--- config.mk ---
export PLATFORM = sky130hd
export DESIGN_NAME = servo_range_scaler
export DESIGN_NICKNAME = d
export VERILOG_FILES = /design/src/rtl/servo_scale_pkg.sv /design/src/rtl/servo_scale_ctrl.sv /design/src/rtl/servo_scale_datapath.sv /design/src/rtl/servo_range_scaler.sv
export SDC_FILE = /design/constraint.sdc
export NUM_CORES = 1
export LEC_CHECK = 0
export CORE_AREA = 2 2 48 50
export CTS_BUF_LIST = sky130_fd_sc_hd__clkbuf_8
export DETAILED_ROUTE_END_ITERATION = 6
export DIE_AREA = 0 0 50 52
export PLACE_DENSITY = 0.87
export SYNTH_ARGS = -nofsm -noshare
export SYNTH_HDL_FRONTEND = slang
export SYNTH_SLANG_ARGS = --single-unit
--- constraint.sdc ---
create_clock -name clk -period 0.8 [get_ports clk]
set_input_delay 0.16 -clock clk [delete_from_list [all_inputs] [get_ports clk]]
set_output_delay 0.16 -clock clk [all_outputs]
set_load 0.05 [all_outputs]
--- src/rtl/servo_scale_pkg.sv ---
package servo_scale_pkg;

  // Strobes from the window decoder to the datapath
  typedef struct packed {
    logic clampLo;
    logic clampHi;
  } scale_ctrl_t;

  // Exactly rounded offset for table entry idx
  function automatic longint unsigned roundedOffset(
    input longint unsigned idx,
    input longint unsigned rangeIn,
    input longint unsigned rangeOut
  );
    longint unsigned num;
    num = idx * rangeOut * 2 + rangeIn;
    return num / (rangeIn * 2);
  endfunction

  // Fixed-point step with fracW fraction bits, truncated
  function automatic longint unsigned stepConst(
    input longint unsigned rangeIn,
    input longint unsigned rangeOut,
    input int              fracW
  );
    return (rangeOut << fracW) / rangeIn;
  endfunction

endpackage

--- src/rtl/servo_scale_ctrl.sv ---
module servo_scale_ctrl
  import servo_scale_pkg::*;
#(
  parameter int IN_W   = 6,
  parameter int MIN_IN = 0,
  parameter int MAX_IN = 63
) (
  input  logic [IN_W-1:0] posIn,
  output scale_ctrl_t     ctrl
);

  int posVal;

  always_comb begin
    posVal       = int'(posIn);
    ctrl.clampLo = (posVal < MIN_IN);
    ctrl.clampHi = (posVal > MAX_IN);
  end

endmodule

--- src/rtl/servo_scale_datapath.sv ---
module servo_scale_datapath
  import servo_scale_pkg::*;
#(
  parameter int IN_W      = 6,
  parameter int OUT_W     = 16,
  parameter int MIN_IN    = 0,
  parameter int MAX_IN    = 63,
  parameter int MIN_OUT   = 'h0CCC,
  parameter int MAX_OUT   = 'h1999,
  parameter int FRAC_W    = 19,
  parameter bit USE_TABLE = 1'b0
) (
  input  logic              clk,
  input  logic              rstN,
  input  logic [IN_W-1:0]   posIn,
  input  scale_ctrl_t       ctrl,
  output logic [OUT_W-1:0]  cmdOut
);

  localparam longint unsigned RANGE_IN  = longint'(MAX_IN - MIN_IN);
  localparam longint unsigned RANGE_OUT = longint'(MAX_OUT - MIN_OUT);
  localparam int              ENTRIES   = 2 ** IN_W;

  logic [IN_W-1:0]  offset;
  logic [OUT_W-1:0] nextCmd;
  logic [OUT_W-1:0] cmdQ;

  // Offset into the window, saturated by the decoder strobes
  always_comb begin
    if (ctrl.clampLo)      offset = '0;
    else if (ctrl.clampHi) offset = IN_W'(RANGE_IN);
    else                   offset = posIn - IN_W'(MIN_IN);
  end

  generate
    if (USE_TABLE) begin : g_table
      logic [OUT_W-1:0] lut [ENTRIES];
      for (genvar k = 0; k < ENTRIES; k++) begin : g_entry
        if (k <= int'(RANGE_IN)) begin : g_in
          assign lut[k] = OUT_W'(longint'(MIN_OUT) +
                          roundedOffset(longint'(k), RANGE_IN, RANGE_OUT));
        end else begin : g_out
          assign lut[k] = OUT_W'(MAX_OUT);
        end
      end
      assign nextCmd = lut[offset];
    end else begin : g_fixed
      localparam longint unsigned STEP_Q = stepConst(RANGE_IN, RANGE_OUT, FRAC_W);
      localparam longint unsigned HALF   = longint'(1) << (FRAC_W - 1);
      localparam int STEP_W = $clog2(STEP_Q + 1);
      localparam int PROD_W = IN_W + STEP_W + 1;
      localparam int INT_W  = PROD_W - FRAC_W;

      logic [PROD_W-1:0] prod;
      logic [INT_W-1:0]  whole;

      always_comb begin
        prod  = PROD_W'(offset) * PROD_W'(STEP_Q) + PROD_W'(HALF);
        whole = prod[PROD_W-1:FRAC_W];
      end
      assign nextCmd = OUT_W'(whole) + OUT_W'(MIN_OUT);
    end
  endgenerate

  always_ff @(posedge clk or negedge rstN) begin
    if (!rstN) cmdQ <= OUT_W'(MIN_OUT);
    else       cmdQ <= nextCmd;
  end

  assign cmdOut = cmdQ;

endmodule

--- src/rtl/servo_range_scaler.sv ---
module servo_range_scaler
  import servo_scale_pkg::*;
#(
  parameter int IN_W      = 6,
  parameter int OUT_W     = 16,
  parameter int MIN_IN    = 0,
  parameter int MAX_IN    = 63,
  parameter int MIN_OUT   = 'h0CCC,
  parameter int MAX_OUT   = 'h1999,
  parameter int FRAC_W    = 19,
  parameter bit USE_TABLE = 1'b0
) (
  input  logic             clk,
  input  logic             rstN,
  input  logic [IN_W-1:0]  posIn,
  output logic [OUT_W-1:0] cmdOut
);

  scale_ctrl_t ctrl;

  servo_scale_ctrl #(
    .IN_W   (IN_W),
    .MIN_IN (MIN_IN),
    .MAX_IN (MAX_IN)
  ) i_ctrl (
    .posIn (posIn),
    .ctrl  (ctrl)
  );

  servo_scale_datapath #(
    .IN_W      (IN_W),
    .OUT_W     (OUT_W),
    .MIN_IN    (MIN_IN),
    .MAX_IN    (MAX_IN),
    .MIN_OUT   (MIN_OUT),
    .MAX_OUT   (MAX_OUT),
    .FRAC_W    (FRAC_W),
    .USE_TABLE (USE_TABLE)
  ) i_dp (
    .clk    (clk),
    .rstN   (rstN),
    .posIn  (posIn),
    .ctrl   (ctrl),
    .cmdOut (cmdOut)
  );

endmodule

==> results of run 1 <==
[cell type report]
type | count | area [um2] | area share
inverter | 17 | 66.3 | 0.0334
timing repair buffer | 54 | 603 | 0.303
sequential | 12 | 308 | 0.155
clock buffer | 4 | 55.1 | 0.0277
multi-input combinational | 63 | 921 | 0.463
tap | 28 | 35.0 | 0.0176
[placed cells by master, fill, tap and decap left out, types with 4 or more instances in the layout]
cell and count:
buf_4 29, buf_12 13, ha_4 12, ha_1 10, inv_1 9, buf_6 8, inv_2 7, xnor2_2 6
dfrtp_1 6, dfstp_2 6, conb_1 4, clkbuf_8 4
[cell families after synthesis]
kind of cell / count (synthesis) / synth area share
simple gates: 13 / 0.0922
buf+inv: 21 / 0.0910
other cells: 1 / 0.00364
xor+xnor: 11 / 0.108
flops: 12 / 0.299
compound gates: 10 / 0.0813
fa+ha+maj: 25 / 0.325
[report_power, final]
part           internal (mW)  switching, mW
Clock                  0.435          0.231
Combinational           2.27           2.23
Sequential             0.915          0.189
[metrics by stage]
stage	cells	instance area, um2	setup WS, ps	setup TNS, ps
2_1_floorplan	96	1130	-1810	-10410
3_3_place_gp	165	1650	-2370	-17240
3_5_place_dp	165	1650	-2490	-17970
4_1_cts	174	1860	-1910	-14080
5_1_grt	178	1990	-2040	-15430
6_report	178	1990	-1960	-14660
[repair_timing]
action                     CTS  global route
pin swaps                   15            20
gates resized for setup     41            24
setup buffers                6             5
setup endpoints to repair   22            20
[critical path: stages]
cell and delay (ps):
buf_8 110, ha_4 240, ha_4 270, inv_2 40, fa_1 480, inv_2 100
ha_4 140, inv_2 40, fa_2 570, nand3b_1 150, nor3b_4 210, or3_4 380
[routing by layer]
layer  up-vias  global-route usage  share of wire
li1        412                   -              -
met1       478               0.278           0.33
met2        70               0.529           0.51
met3        43              0.0287          0.053
met4         0               0.208           0.11
met5         -                   0              0
[worst paths after layout]
kind                       slack, ps  cells after the start      from         endpoint
worst max-delay path           -1960                     12  posIn[1]  i_dp.cmdOut[12]
worst min-delay path             220                      2  posIn[5]   i_dp.cmdOut[0]
max in group asynchronous        330                      2      rstN   i_dp.cmdOut[7]
min in group asynchronous        270                      2      rstN   i_dp.cmdOut[5]
==> flow_metrics.env, run 1 <==
export IMPL_status="finished, violations left"
export IMPL_violations="negative setup slack"
export IMPL_setup_viol=20
export IMPL_grt_pass1_vias=952
export IMPL_grt_setup_unrepaired="true"
export IMPL_dp_hpwl_um=2040
export IMPL_yosysMostFrequentCell="ha_1"
export IMPL_finalHoldViolations=0
export IMPL_ios=24
export IMPL_synthTopCellsByArea="ha_1, dfstp_2, dfrtp_1"
export IMPL_post_route_period_util=3.45
export IMPL_min_period_ps=2760
export IMPL_cp_start_kind="primary input"
export IMPL_cts_inserted_buffers=3
export IMPL_peakVddDrop_mv=2.28
export IMPL_dr_pass1_iters=4
export IMPL_synth_top_cell_area_share=0.267
export IMPL_worstPathRequired_ps=930
export IMPL_antenna_found_initial=0
export IMPL_fmax_mhz=362
export IMPL_clock_sinks=12
export IMPL_nFillCells=43
export IMPL_clkTransAtPathRegs_ps=50
export IMPL_drt_initial_drc_count=26
export IMPL_synthFlopType="dfstp_2"
export IMPL_grt_max_degree=13
export IMPL_yosysSeqAreaShare=0.299
export IMPL_path_class="in -> reg"
export IMPL_yosysWarnings=0
export IMPL_fin_util=0.944
export IMPL_final_nets=184
export IMPL_placementRows=17
export IMPL_drt_wirelength_per_cell_um=26.4
export IMPL_die_w_um=50
export IMPL_antenna_cells=0
export IMPL_holdWs_ps=216
export IMPL_synth_cell_type_count=31
export IMPL_antenna_left=0
export IMPL_hold_path_class="in -> reg"
export IMPL_synthesis_instances=93
export IMPL_drive_above_1_share=0.727
export IMPL_syn_area_mm2=0.00103
export IMPL_num_vias=1003
export IMPL_grt_ovfl_total=0
export IMPL_synth_edf_count=0
export IMPL_root_buffer="clkbuf_8"
export IMPL_max_cap_violations=0
export IMPL_h_tree_depth=1
export IMPL_final_max_slew_viol_count=0
export IMPL_power_mw=6.26
export IMPL_grt_pass1_wl_um=4930
export IMPL_crit_path_max_fanout=3
export IMPL_syn2layout_area_growth_pct=92.8
export IMPL_synth_top_cells_by_count="ha_1, inv_1, dfrtp_1, dfstp_2, xnor2_1"
export IMPL_synth_top_area_cell="ha_1"
export IMPL_grtUsageTotal=0.278
export IMPL_totalWireLength_um=4700
export IMPL_post_route_drc_count=0
export IMPL_fp_dieH_um=52
export IMPL_synth_area_per_cell_um2=11.1
export IMPL_clk_path_buf_depth=2
export IMPL_fin_ws_ps=-1960
export IMPL_place_congestion=0.854
export IMPL_cts_tree="yes"
export IMPL_dieArea_mm2=0.00260
export IMPL_ys_async_sr_fraction=1.00
export IMPL_p_per_area_mw_per_mm2=3150
export IMPL_end_kind="flip-flop"
export IMPL_largest_reg_flops=12
export IMPL_core_mm2=0.00211
export IMPL_p_leak_nw=0.911
export IMPL_portBuffers=19
export IMPL_cp_arrival_ps=2890
export IMPL_ys_seq_elements=12
export IMPL_cts_hold_buf=0
export IMPL_start_util=0.490
export IMPL_viasPerCell=5.63
Note: power is estimated with default switching activity, not from simulation.
==> run 2, diff against run 1 <==
Settings changed: CELL_PAD_IN_SITES_DETAIL_PLACEMENT set to 1, CELL_PAD_IN_SITES_GLOBAL_PLACEMENT set to 1, CORE_AREA 2 2 48 50 to 2 2 54 56, DIE_AREA 0 0 50 52 to 0 0 56 58, REMOVE_ABC_BUFFERS set to 1.
==> run 2 against run 1 <==
The flow still finishes with violations (negative setup slack). Worst setup slack gained 69 ps. Fmax is 2.6% higher. Design area shrank 3.5%. Count of clock-buffer cells in the layout down 1. Wire length decreased by 13%. First-iteration DRC count decreased by 58%. Via count shrank 12%. Non-clock buffer count is 6 lower. Sequential power hardly changed. Cell count shrank 1.7%. Critical path type unchanged. Critical endpoint unchanged. Largest power group unchanged. Highest routed layer unchanged.
==> flow_metrics.env, run 2 (same netlist as run 1, synthesis figures left out) <==
export IMPL_drive_above_1_share=0.674
export IMPL_cp_arrival_ps=2820
export IMPL_antenna_found_initial=0
export IMPL_final_max_slew_viol_count=0
export IMPL_h_tree_depth=1
export IMPL_drt_wirelength_per_cell_um=23.5
export IMPL_clockPowerShare=0.096
export IMPL_worstPathRequired_ps=920
export IMPL_status="finished, violations left"
export IMPL_p_leak_nw=0.878
export IMPL_route_met3_wl_um=143
export IMPL_cp_start_kind="primary input"
export IMPL_p_sw_frac=0.421
export IMPL_place_congestion=0.753
export IMPL_clk_path_buf_depth=2
export IMPL_end_kind="flip-flop"
export IMPL_clock_sinks=12
export IMPL_num_vias=886
export IMPL_grt_pass1_wl_um=6000
export IMPL_grtUsageTotal=0.255
export IMPL_largest_reg_flops=12
export IMPL_setup_viol=20
export IMPL_clkTransAtPathRegs_ps=60
export IMPL_antenna_left=0
export IMPL_p_per_area_mw_per_mm2=3080
export IMPL_root_buffer="clkbuf_8"
export IMPL_cts_hold_buf=0
export IMPL_power_switching_mw=2.49
export IMPL_fin_ws_ps=-1890
export IMPL_totalWireLength_um=4110
export IMPL_start_util=0.387
export IMPL_hold_path_class="in -> reg"
export IMPL_internal_power_mw=3.42
export IMPL_path_class="in -> reg"
export IMPL_antenna_cells=0
export IMPL_min_period_ps=2690
export IMPL_cts_tree="yes"
export IMPL_dp_hpwl_um=2140
export IMPL_highest_layer="met4"
export IMPL_cts_inserted_buffers=3
export IMPL_core_mm2=0.00266
export IMPL_min_from="posIn[0]"
export IMPL_finalHoldViolations=0
export IMPL_post_route_period_util=3.37
export IMPL_fin_util=0.720
export IMPL_max_cap_violations=0
export IMPL_syn2layout_area_growth_pct=86.0
export IMPL_final_nets=178
export IMPL_violations="negative setup slack"
export IMPL_peakVddDrop_mv=2.61
export IMPL_fp_dieH_um=58
export IMPL_portBuffers=19
export IMPL_dr_pass1_iters=4
export IMPL_placementRows=19
export IMPL_layout_cells_most_common="buf_4"
export IMPL_seqPwrFrac=0.190
export IMPL_crit_path_max_fanout=2
export IMPL_layout_common_cells="buf_4, inv_1, buf_12"
export IMPL_whs_path_depth=3
export IMPL_grt_max_degree=13
export IMPL_post_route_drc_count=0
export IMPL_grt_setup_unrepaired="true"
export IMPL_viasPerCell=5.06
export IMPL_ios=24
export IMPL_dr_wl_met2_um=2300
export IMPL_fmax_mhz=371
export IMPL_tns_ps=-14390
export IMPL_worstHoldEndpoint="i_dp.cmdOut[2]"
export IMPL_die_w_um=56
export IMPL_dieArea_mm2=0.00325
export IMPL_power_share_combinational=0.714
export IMPL_grt_pass1_vias=1057
export IMPL_wirelength_met1_um=1490
export IMPL_drt_initial_drc_count=11
export IMPL_grt_ovfl_total=0
run 2: cell count changes in the layout (fill, tap and decap cells not counted), sizes merged:
| cell | previous run | this run |
|---|---|---|
| inv | 17 | 18 |
| clkbuf | 5 | 3 |
| clkdlybuf4s15 | 0 | 1 |
| buf | 52 | 46 |
run 2: worst max path at each step:
stage,startpoint,to,slack [ps],cells past startpoint
after floorplan,posIn[1],i_dp.cmdOut[12],-1930,13
after global placement,posIn[1],i_dp.cmdOut[12],-2470,14
after detailed placement,posIn[1],i_dp.cmdOut[12],-2700,14
after CTS,posIn[2],i_dp.cmdOut[12],-1730,12
after global routing,posIn[2],i_dp.cmdOut[12],-1950,12
final,posIn[2],i_dp.cmdOut[12],-1890,12
run 2: power groups by stage:
stage | Clock [mW] | Combinational [mW] | Sequential [mW]
final | 0.569 | 4.22 | 1.12
after global routing | 0.602 | 4.39 | 1.14
after CTS | 0.557 | 3.81 | 1.11
after detailed placement | 0 | 3.26 | 1.11
after global placement | 0 | 3.10 | 1.09
after floorplan | 0 | 0.928 | 1.76
run 2: layout make-up:
| cell class | instances | area (um2) |
|---|---|---|
| clock buffer | 3 | 41.3 |
| clock inverter | 1 | 3.75 |
| fill | 247 | 744 |
| inverter | 17 | 68.8 |
| multi-input combinational | 63 | 892 |
| sequential | 12 | 308 |
| tap | 31 | 38.8 |
| timing repair buffer | 48 | 566 |
run 2: worst max-delay path, stage by stage:
cell	delay, ps
buf_8	100
ha_4	240
ha_4	270
inv_2	40
fa_1	460
inv_2	100
ha_4	150
inv_4	40
fa_2	570
nand3b_1	120
nor3b_4	180
or3_4	380
run 2: layer usage:
layer	vias up	global-route usage
met1	437	0.260
li1	398	-
met5	-	0
met4	0	0.0952
met2	36	0.521
met3	15	0.0335
run 2: through the flow:
step                      hold slack (ps)  cell area [um2]  worst slack (ps)  power [mW]  instances
after floorplan                      -136             1010             -1930        2.69         92
after global placement                497             1550             -2470        4.19        166
after detailed placement              505             1550             -2700        4.37        166
after CTS                             158             1860             -1730        5.48        174
after global routing                  154             1920             -1950        6.13        175
final                                 149             1920             -1890        5.91        175
run 2: timing repair:
action	4_1_cts	5_1_grt
gates resized for setup	65	11
setup buffers	5	3
endpoints found under the setup margin	22	20
pin swaps	19	5
==> run 3, diff against run 2 <==
Settings changed: RECOVER_POWER set to 100, SLEW_MARGIN set to 5.
==> run 3 against run 2 <==
Clock power about the same. First-iteration DRC count decreased by 18%. Critical path type unchanged. Non-clock buffer count unchanged. The run still ends with negative setup slack left. Sequential power about the same. Cell count unchanged. Largest cell class unchanged.
==> flow_metrics.env, run 3 (same netlist as run 1, synthesis figures left out) <==
export IMPL_status="finished, violations left"
export IMPL_violations="negative setup slack"
export IMPL_grt_setup_unrepaired="true"
export IMPL_drive_above_1_share=0.667
export IMPL_totalWireLength_um=4110
export IMPL_end_kind="flip-flop"
export IMPL_dr_pass1_iters=4
export IMPL_setup_worst_path_start="posIn[2]"
export IMPL_cp_slowest_cell="fa_2"
export IMPL_layout_common_cells="buf_4, inv_1, ha_4, buf_12, ha_1"
export IMPL_grt_pass1_vias=1057
export IMPL_cp_start_kind="primary input"
export IMPL_fp_dieH_um=58
export IMPL_antenna_found_initial=0
export IMPL_num_vias=897
export IMPL_clk_path_buf_depth=2
export IMPL_clkTransAtPathRegs_ps=60
export IMPL_largest_reg_flops=12
export IMPL_clock_sinks=12
export IMPL_final_nets=178
export IMPL_grtUsageTotal=0.255
export IMPL_grt_ovfl_total=0
export IMPL_dieArea_mm2=0.00325
export IMPL_peakVddDrop_mv=2.61
export IMPL_dp_hpwl_um=2140
export IMPL_syn2layout_area_growth_pct=84.0
export IMPL_cts_inserted_buffers=3
export IMPL_p_leak_nw=0.868
export IMPL_fin_ws_ps=-1890
export IMPL_post_route_drc_count=0
export IMPL_layout_cells_most_common="buf_4"
export IMPL_fmax_mhz=371
export IMPL_max_cap_violations=0
export IMPL_path_cells="buf_8 > ha_4 > ha_4 > inv_2 > fa_1 > inv_2 > ha_4 > inv_4 > fa_2 > nand3b_1 > nor3b_4 > or3_4"
export IMPL_drt_wirelength_per_cell_um=23.5
export IMPL_post_route_period_util=3.37
export IMPL_grt_pass1_wl_um=6000
export IMPL_cts_hold_buf=0
export IMPL_final_max_slew_viol_count=0
export IMPL_antenna_left=0
export IMPL_p_per_area_mw_per_mm2=3110
export IMPL_cts_tree="yes"
export IMPL_cpMostUsedCell="ha_4"
export IMPL_min_from="posIn[0]"
export IMPL_path_class="in -> reg"
export IMPL_viasPerCell=5.13
export IMPL_portBuffers=19
export IMPL_place_congestion=0.753
export IMPL_crit_path_max_fanout=2
export IMPL_cpPeakStageDelay_ps=570
export IMPL_nFillCells=249
export IMPL_finalHoldViolations=0
export IMPL_ios=24
export IMPL_worstPathRequired_ps=920
export IMPL_min_period_ps=2690
export IMPL_core_mm2=0.00266
export IMPL_holdWs_ps=150
export IMPL_drt_initial_drc_count=9
export IMPL_root_buffer="clkbuf_8"
export IMPL_grt_max_degree=13
export IMPL_antenna_cells=0
export IMPL_cp_arrival_ps=2820
export IMPL_placementRows=19
export IMPL_die_w_um=56
export IMPL_dp_slack_ps=-2700
export IMPL_hold_path_class="in -> reg"
export IMPL_h_tree_depth=1
export IMPL_start_util=0.387
export IMPL_setup_viol=20
## run 3: cell types whose count changed in the layout (fill, tap and decap cells not counted), sizes merged
cell | previous run | this run
clkbuf | 3 | 6
dlygate4sd3 | 0 | 1
buf | 46 | 43
clkdlybuf4s50 | 1 | 0
## run 3: repair_timing
item                       4_1_cts  5_1_grt
gates resized for setup         65       11
setup endpoints to repair       22       20
pin swaps                       19        5
buffers inserted                 5        3
## run 3: critical path: cells and delay by family
| family | cells | cell delay [ps] |
|---|---|---|
| fa+ha+maj | 5 | 1700 |
| buf+inv | 4 | 280 |
| simple gates | 3 | 680 |
## run 3: per-stage QoR
stage	TNS [ps]	total power, mW	utilization	cells	area (um2)
after floorplan	-11670	2.69	-	92	1010
after global placement	-18160	4.19	0.584	166	1550
after detailed placement	-19700	4.37	0.584	166	1550
after CTS	-13390	5.48	0.700	174	1860
after global routing	-14950	6.11	0.712	175	1900
final	-14380	5.90	0.712	175	1900
## run 3: path summary, 6_finish.rpt
path | cells after the start | slack (ps) | to
min | 3 | 150 | i_dp.cmdOut[2]
max in group asynchronous | 2 | 120 | i_dp.cmdOut[7]
min in group asynchronous | 2 | 380 | i_dp.cmdOut[12]
max | 12 | -1890 | i_dp.cmdOut[12]
## run 3: power by group
part / internal, mW / total (mW) / switching [mW] / leakage [nW]
sequential: 0.915 / 1.12 / 0.209 / 0.132
combinational: 2.15 / 4.21 / 2.05 / 0.709
clock: 0.338 / 0.569 / 0.231 / 0.0269
total: 3.41 / 5.90 / 2.49 / 0.868
## run 3: layout make-up
cell class / instances / area (um2) / area share
Multi-Input combinational cell: 63 / 892 / 0.470
Timing Repair Buffer: 48 / 544 / 0.287
Sequential cell: 12 / 308 / 0.162
Inverter: 17 / 68.8 / 0.0363
Clock buffer: 3 / 41.3 / 0.0218
Tap cell: 31 / 38.8 / 0.0204
Clock inverter: 1 / 3.75 / 0.00198
## run 3: metal layers
layer,global-route usage,up-vias,share of wire
li1,-,397,-
met1,0.260,441,0.36
met2,0.521,44,0.56
met3,0.0335,15,0.040
met4,0.0952,0,0.044
met5,0,-,0
